$ cat src/rtl/spk_pkg.sv
package spk_pkg;
  typedef enum logic [2:0] {
    CFG_XBAR = 3'd0,
    CFG_TYPE = 3'd1,
    CFG_WGT  = 3'd2,
    CFG_LEAK = 3'd3,
    CFG_THR  = 3'd4
  } cfg_kind_e;

  typedef enum logic [1:0] {
    ST_IDLE = 2'd0,
    ST_SCAN = 2'd1,
    ST_FIN  = 2'd2
  } seq_st_e;

  localparam int unsigned N_TYPES = 3;
endpackage

$ cat src/rtl/spk_cfg_store.sv
module spk_cfg_store
  import spk_pkg::*;
#(
  parameter int unsigned N_AXON = 16,
  parameter int unsigned N_NEUR = 8,
  parameter int unsigned VW     = 16,
  parameter int unsigned WW     = 9,
  parameter int unsigned AW     = 5
) (
  input  logic                                     clk_i,
  input  logic                                     rst_ni,
  input  logic                                     we_i,
  input  logic [2:0]                               kind_i,
  input  logic [AW-1:0]                            addr_i,
  input  logic [VW-1:0]                            data_i,
  output logic [N_AXON-1:0][N_NEUR-1:0]            xbar_o,
  output logic [N_AXON-1:0][1:0]                   atype_o,
  output logic [N_NEUR-1:0][N_TYPES-1:0][WW-1:0]   wgt_o,
  output logic [N_NEUR-1:0][WW-1:0]                leak_o,
  output logic [N_NEUR-1:0][VW-1:0]                thr_o
);

  for (genvar j = 0; j < N_AXON; j++) begin : g_ax
    logic [N_NEUR-1:0] row_q;
    logic [1:0]        typ_q;
    logic              hit;
    assign hit = we_i && (addr_i == AW'(j));
    always_ff @(posedge clk_i or negedge rst_ni) begin
      if (!rst_ni) begin
        row_q <= '0;
        typ_q <= '0;
      end else if (hit) begin
        if (kind_i == CFG_XBAR) row_q <= data_i[N_NEUR-1:0];
        if (kind_i == CFG_TYPE) typ_q <= data_i[1:0];
      end
    end
    assign xbar_o[j]  = row_q;
    assign atype_o[j] = typ_q;
  end

  for (genvar i = 0; i < N_NEUR; i++) begin : g_nr
    logic [WW-1:0] leak_q;
    logic [VW-1:0] thr_q;
    logic          hit;
    assign hit = we_i && (addr_i == AW'(i));
    always_ff @(posedge clk_i or negedge rst_ni) begin
      if (!rst_ni) begin
        leak_q <= '0;
        thr_q  <= '0;
      end else if (hit) begin
        if (kind_i == CFG_LEAK) leak_q <= data_i[WW-1:0];
        if (kind_i == CFG_THR)  thr_q  <= data_i;
      end
    end
    assign leak_o[i] = leak_q;
    assign thr_o[i]  = thr_q;

    for (genvar k = 0; k < N_TYPES; k++) begin : g_w
      logic [WW-1:0] w_q;
      always_ff @(posedge clk_i or negedge rst_ni) begin
        if (!rst_ni) w_q <= '0;
        else if (we_i && kind_i == CFG_WGT && addr_i == AW'(i * 4 + k))
          w_q <= data_i[WW-1:0];
      end
      assign wgt_o[i][k] = w_q;
    end
  end

endmodule

$ cat src/rtl/spk_seq.sv
module spk_seq
  import spk_pkg::*;
#(
  parameter int unsigned N_AXON = 16,
  parameter int unsigned AXW    = 4
) (
  input  logic           clk_i,
  input  logic           rst_ni,
  input  logic           tick_i,
  output logic           accept_o,
  output logic           scan_o,
  output logic           fin_o,
  output logic [AXW-1:0] idx_o,
  output logic           busy_o,
  output logic           done_o
);

  seq_st_e        st_q;
  logic [AXW-1:0] idx_q;
  logic           done_q;

  assign accept_o = tick_i && (st_q == ST_IDLE);
  assign scan_o   = (st_q == ST_SCAN);
  assign fin_o    = (st_q == ST_FIN);
  assign busy_o   = (st_q != ST_IDLE);
  assign idx_o    = idx_q;
  assign done_o   = done_q;

  always_ff @(posedge clk_i or negedge rst_ni) begin
    if (!rst_ni) begin
      st_q   <= ST_IDLE;
      idx_q  <= '0;
      done_q <= 1'b0;
    end else begin
      done_q <= (st_q == ST_FIN);
      unique case (st_q)
        ST_IDLE: if (tick_i) begin
          st_q  <= ST_SCAN;
          idx_q <= '0;
        end
        ST_SCAN: begin
          if (idx_q == AXW'(N_AXON - 1)) st_q <= ST_FIN;
          else idx_q <= idx_q + 1'b1;
        end
        default: st_q <= ST_IDLE;
      endcase
    end
  end

endmodule

$ cat src/rtl/spk_neuron.sv
module spk_neuron
  import spk_pkg::*;
#(
  parameter int unsigned VW = 16,
  parameter int unsigned WW = 9
) (
  input  logic                             clk_i,
  input  logic                             rst_ni,
  input  logic                             add_en_i,
  input  logic [1:0]                       type_i,
  input  logic [N_TYPES-1:0][WW-1:0]       wgt_i,
  input  logic signed [WW-1:0]             leak_i,
  input  logic signed [VW-1:0]             thr_i,
  input  logic                             fin_i,
  output logic [VW-1:0]                    v_o,
  output logic                             spk_o
);

  function automatic logic signed [VW-1:0] sat_add(input logic signed [VW-1:0] a,
                                                    input logic signed [WW-1:0] b);
    logic [VW:0] s;
    s = {a[VW-1], a} + {{(VW + 1 - WW){b[WW-1]}}, b};
    if (s[VW] != s[VW-1])
      return s[VW] ? {1'b1, {(VW - 1){1'b0}}} : {1'b0, {(VW - 1){1'b1}}};
    return s[VW-1:0];
  endfunction

  logic signed [VW-1:0] v_q, v_leak;
  logic signed [WW-1:0] w_sel;
  logic                 spk_q;

  always_comb begin
    case (type_i)
      2'd0:    w_sel = wgt_i[0];
      2'd1:    w_sel = wgt_i[1];
      2'd2:    w_sel = wgt_i[2];
      default: w_sel = '0;
    endcase
    v_leak = sat_add(v_q, leak_i);
  end

  always_ff @(posedge clk_i or negedge rst_ni) begin
    if (!rst_ni) begin
      v_q   <= '0;
      spk_q <= 1'b0;
    end else if (add_en_i) begin
      v_q <= sat_add(v_q, w_sel);
    end else if (fin_i) begin
      if (v_leak > thr_i) begin
        v_q   <= '0;
        spk_q <= 1'b1;
      end else begin
        v_q   <= v_leak;
        spk_q <= 1'b0;
      end
    end
  end

  assign v_o   = v_q;
  assign spk_o = spk_q;

endmodule

$ cat src/rtl/spike_xbar_core.sv
module spike_xbar_core
  import spk_pkg::*;
#(
  parameter int unsigned N_AXON = 16,
  parameter int unsigned N_NEUR = 8,
  parameter int unsigned VW     = 16,
  parameter int unsigned WW     = 9,
  localparam int unsigned N_EXT = N_AXON - N_NEUR,
  localparam int unsigned AXW   = $clog2(N_AXON),
  localparam int unsigned NW    = $clog2(N_NEUR),
  localparam int unsigned AW    = (AXW > NW + 2) ? AXW : NW + 2
) (
  input  logic              clk_i,
  input  logic              rst_ni,
  input  logic              cfg_we_i,
  input  logic [2:0]        cfg_kind_i,
  input  logic [AW-1:0]     cfg_addr_i,
  input  logic [VW-1:0]     cfg_data_i,
  input  logic              tick_i,
  input  logic [N_EXT-1:0]  ext_spk_i,
  output logic              busy_o,
  output logic              done_o,
  output logic [N_NEUR-1:0] spk_o
);

  logic [N_AXON-1:0][N_NEUR-1:0]          xbar_w;
  logic [N_AXON-1:0][1:0]                 atype_w;
  logic [N_NEUR-1:0][N_TYPES-1:0][WW-1:0] wgt_w;
  logic [N_NEUR-1:0][WW-1:0]              leak_w;
  logic [N_NEUR-1:0][VW-1:0]              thr_w;
  logic [N_NEUR-1:0][VW-1:0]              v_all;

  logic           accept, scan, fin;
  logic [AXW-1:0] idx;
  logic [N_AXON-1:0] act_q;
  logic              cur_act;
  logic [N_NEUR-1:0] cur_row;
  logic [1:0]        cur_type;

  spk_cfg_store #(
    .N_AXON(N_AXON), .N_NEUR(N_NEUR), .VW(VW), .WW(WW), .AW(AW)
  ) u_cfg (
    .clk_i   (clk_i),
    .rst_ni  (rst_ni),
    .we_i    (cfg_we_i && !busy_o),
    .kind_i  (cfg_kind_i),
    .addr_i  (cfg_addr_i),
    .data_i  (cfg_data_i),
    .xbar_o  (xbar_w),
    .atype_o (atype_w),
    .wgt_o   (wgt_w),
    .leak_o  (leak_w),
    .thr_o   (thr_w)
  );

  spk_seq #(.N_AXON(N_AXON), .AXW(AXW)) u_seq (
    .clk_i    (clk_i),
    .rst_ni   (rst_ni),
    .tick_i   (tick_i),
    .accept_o (accept),
    .scan_o   (scan),
    .fin_o    (fin),
    .idx_o    (idx),
    .busy_o   (busy_o),
    .done_o   (done_o)
  );

  // snapshot of axon activity: external lines low, looped-back spikes high
  always_ff @(posedge clk_i or negedge rst_ni) begin
    if (!rst_ni) act_q <= '0;
    else if (accept) act_q <= {spk_o, ext_spk_i};
  end

  assign cur_act  = act_q[idx];
  assign cur_row  = xbar_w[idx];
  assign cur_type = atype_w[idx];

  for (genvar i = 0; i < N_NEUR; i++) begin : g_neur
    logic spk_n;
    spk_neuron #(.VW(VW), .WW(WW)) u_nrn (
      .clk_i    (clk_i),
      .rst_ni   (rst_ni),
      .add_en_i (scan && cur_act && cur_row[i]),
      .type_i   (cur_type),
      .wgt_i    (wgt_w[i]),
      .leak_i   (leak_w[i]),
      .thr_i    (thr_w[i]),
      .fin_i    (fin),
      .v_o      (v_all[i]),
      .spk_o    (spk_n)
    );
    assign spk_o[i] = spk_n;
  end

endmodule

$ cat config.mk
export PLATFORM = sky130hd
export DESIGN_NAME = spike_xbar_core
export DESIGN_NICKNAME = d
export VERILOG_FILES = /design/src/rtl/spk_pkg.sv /design/src/rtl/spk_cfg_store.sv /design/src/rtl/spk_seq.sv /design/src/rtl/spk_neuron.sv /design/src/rtl/spike_xbar_core.sv
export SDC_FILE = /design/constraint.sdc
export NUM_CORES = 2
export LEC_CHECK = 0
export BUFFER_PORTS_ARGS = -buffer_cell sky130_fd_sc_hd__buf_2
export CAP_MARGIN = 25
export CORE_MARGIN = 3
export CORE_UTILIZATION = 59
export CTS_BUF_LIST = sky130_fd_sc_hd__clkbuf_8 sky130_fd_sc_hd__clkbuf_16
export CTS_CLUSTER_DIAMETER = 80
export CTS_CLUSTER_SIZE = 14
export DETAILED_ROUTE_END_ITERATION = 12
export PLACE_DENSITY = 0.88
export SKIP_LAST_GASP = 1
export SLEW_MARGIN = 20
export SYNTH_ARGS = -nofsm -noshare
export SYNTH_HDL_FRONTEND = slang
export SYNTH_SLANG_ARGS = --single-unit
$ cat constraint.sdc
create_clock -name clk_i -period 5.42 [get_ports clk_i]
set_input_delay 0.813 -clock clk_i [delete_from_list [all_inputs] [get_ports clk_i]]
set_output_delay 0.813 -clock clk_i [all_outputs]
set_load 0.03 [all_outputs]
==> qor.csv <==
stage,metric,value,unit
outcome,status,"complete, no violations",
critical_path,worstPathArrival,5880,ps
global_routing,grt_max_degree,133,
power,power,0.0189,W
routing,routed-via-count,38195,
critical_path,crit_top_cell,buf_4,
die,die_w,291,µm
yosys,synth-seq-cells,735,
yosys,synth_edf_count,0,
critical_path,reg2reg_depth,20,
global_routing,grt_pass1_wl,209,mm
routing,drt_pass1_iterations,8,
critical_path,reg2reg_from,u_seq.idx_o[0]$_DFFE_PN0P_,
critical_path,worstReg2RegEnd,g_neur[7].u_nrn.v_o[5]$_DFFE_PN0P_,
yosys,synth_top_cell_by_area,dfrtp_1,
clocking,cts-htree-levels,2,
yosys,yosysMostFrequentCell,dfrtp_1,
routing,ant_nets,0,
placement,dp_hpwl,88.7,mm
yosys,synthTopCellsByArea,"dfrtp_1, mux2_2, ha_1",
clocking,root_buffer,clkbuf_16,
critical_path,reg2reg_slack,110,ps
timing,slew-limit-headroom,14.8,%
critical_path,startpoint_type,flip-flop,
routing,wl,132,mm
clocking,cts_buffer_depth,3,
placement,dp_worst_setup_slack,-55.3,ps
timing,period_minus_slack,5310,ps
global_routing,grt-ovfl-total,0,
critical_path,critPathRequiredTime,5990,ps
clocking,cts.sinks,735,
yosys,yosys.area.top_type_share,38.3,%
timing,hold_viol,0,
timing,tightest_slew,1280,ps
routing,post_drt_wl_per_cell,22.7,µm
critical_path,path_class,reg -> reg,
yosys,synth_commonest_cells,"dfrtp_1, mux2_2, ha_1",
timing,finalSetupTns,0,ps
power,peakVddDrop,0.000401,V
timing,fmax,188,MHz
die,dieArea,0.0849,mm²
die,die_h,291,µm
clocking,clock_latency,690,ps
yosys,synth_area,0.0480,mm²
clocking,ctsHoldBuffers,0,
timing,setup_viol,0,
critical_path,path_max_fanout,13,
flow_run,drv_cap,0,
clocking,cts_tree,built,
global_routing,grt_usage,30.4,%
global_routing,antenna_found_initial,11,
yosys,synth_cell_type_count,103,
die,pin_count,46,
die,core-area,0.0805,mm²
die,start_util,59.6,%
clocking,clk_transition_reported_paths,70,ps
layout,finalInstanceArea,0.0518,mm²
placement,placed_cell_area,0.0498,mm²
worst_hold_path,hold_class,in -> async,
timing,slew_violations,0,
clocking,numCtsBuffers,61,
placement,portBuffers,45,
critical_path,slowest_delay,690,ps
global_routing,grt_pass1_vias,38556,
routing,drt_iter0_markers,3772,
die,rows,104,
layout,nets,5157,
power,power_per_cell_area,365,mW/mm²
layout,drive_above_1_share,20.5,%
placement,gp_congestion,0.949,
yosys,ys_async_sr_fraction,100,%
routing,drcViolationCount,0,
yosys,syn_nets,5106,
routing,vias_per_cell,6.59,
critical_path,end_kind,flip-flop,
critical_path,crit_path_cell_trace,buf_4 -> mux4_2 -> mux4_4 -> nor2b_4 -> buf_4 -> buf_4 -> buf_4 -> nand2_1 -> o21a_1 -> inv_1 -> ha_1 -> a211oi_1 -> o211ai_1 -> a21boi_0 -> o31ai_2 -> nand2_1 -> o21ai_1 -> o21a_4 -> a221oi_1 -> nor2_1,
yosys,synth_warnings,0,
power,p_leak,25.9,nW
yosys,synth.avg_cell_area,10.3,µm²
yosys,synth_cells,4669,
layout,syn_to_final_growth,7.91,%
yosys,ys_seq_area_share,38.3,%
timing,final.period_utilization,98.0,%
timing,fin_skew,48.1,ps
timing,setup_ws,108,ps
critical_path,slowest_stage,mux4_4,
yosys,synth_flop_cell,dfrtp_1,
-- flip-flops by register name, summed over array words and instances (netlist names) --
signal              count
g_neur.u_nrn.spk_o      8
g_neur.u_nrn.v_o      128
u_cfg.g_ax.row_q      128
u_cfg.g_nr.leak_q      72
u_cfg.g_nr.thr_q      128
act_q                  16
u_cfg.g_nr.g_w.w_q    216
u_cfg.g_ax.typ_q       32
u_seq.idx_o             4
u_seq.done_o            1
u_seq.st_q              2
-- critical path, delay by kind of cell (launching register included) --
family,cells,cell delay (ps)
AO/OA/AOI/OAI,8,2110
adder cells (fa/ha/maj),1,240
buffers and inverters,5,700
flip-flops,1,430
multiplexers,2,1190
AND/OR/NAND/NOR,4,510
-- per-stage QoR --
step	utilization (%)	hold slack [ps]	instances
global placement	61.8	481	5704
detailed placement	61.9	489	5706
global route	64.4	300	5795
finish	64.4	239	5799
CTS	64.1	271	5789
floorplan	-	464	4669
-- where the power goes --
group / leakage, nW / internal (W) / switching [W]
clock: 0.868 / 0.00212 / 0.00210
sequential: 10.0 / 0.00596 / 0.000578
combinational: 15.1 / 0.00341 / 0.00476
-- layout make-up --
class	count	area, µm²
clock buffer	61	1530
antenna	4	10.0
sequential	735	18400
fill	5766	28700
timing repair buffer	178	1390
clock inverter	17	214
multi-input combinational	3510	28100
inverter	234	883
tap	1060	1330
-- per-layer routing --
layer | share of wire (%) | global-route usage (%) | wire length (µm)
met5 | 0.050 | 0 | 66
met3 | 9.7 | 6.22 | 12700
met2 | 46 | 48.7 | 60300
met1 | 40 | 40.1 | 52600
met4 | 4.7 | 13.4 | 6180
-- how the worst max path moves through the flow --
stage / endpoint / from / slack [ps] / cells after the start
after floorplan: g_neur[5].u_nrn.v_o[8]$_DFFE_PN0P_ / u_seq.idx_o[0]$_DFFE_PN0P_ / 100 / 19
after global routing: g_neur[7].u_nrn.v_o[5]$_DFFE_PN0P_ / u_seq.idx_o[0]$_DFFE_PN0P_ / -90 / 20
after detailed placement: g_neur[7].u_nrn.v_o[1]$_DFFE_PN0P_ / u_seq.idx_o[0]$_DFFE_PN0P_ / -60 / 17
final: g_neur[7].u_nrn.v_o[5]$_DFFE_PN0P_ / u_seq.idx_o[0]$_DFFE_PN0P_ / 110 / 20
after global placement: g_neur[7].u_nrn.v_o[1]$_DFFE_PN0P_ / u_seq.idx_o[0]$_DFFE_PN0P_ / 70 / 17
after CTS: g_neur[6].u_nrn.v_o[1]$_DFFE_PN0P_ / u_seq.idx_o[0]$_DFFE_PN0P_ / 50 / 19
-- logic make-up (layout without fill, tap and decap cells) --
logic type / after synthesis / in the layout / share of synthesized area [%]
xor gates and xnor gates: 190 / 190 / 3.46
AOI/OAI and AO/OA: 1204 / 1204 / 16.3
and+or+nand+nor: 982 / 982 / 9.49
muxes: 703 / 703 / 17.5
buffers and inverters: 424 / 490 / 3.63
adders and majority gates: 431 / 431 / 11.3
other: 0 / 4 / 0
DFF: 735 / 735 / 38.3
-- placed cells by master (no fill, tap or decap), types with 28 or more instances in the layout --
cell       netlist  routed
a211oi_1        38      34
a21o_1         146     146
a21oi_1        324     316
a31oi_1         29      28
buf_2           29      44
buf_4           13     117
clkbuf_16        0      61
dfrtp_1        735     733
ha_1           385     385
inv_1          224     230
maj3_1          29      29
mux2_2         567     567
mux2i_1         82      82
mux4_2          53      52
nand2_1        337     337
nand2b_1        59      58
nand3_1         50      50
nand4_1         28      28
nor2_1         282     279
nor2b_1         51      50
nor3_1          45      44
o211ai_1        38      38
o21a_1          70      69
o21ai_0        278     272
xnor2_1        122     122
xor2_1          68      68
-- timing repair --
action | 4_1_cts | 5_1_grt
pin swaps | 0 | 2
buffers inserted | 5 | 6
resized for setup | 3 | 44
gates cloned | 0 | 0
endpoints found under the setup margin | 24 | 111
Note: power is estimated with default switching activity, not from simulation.
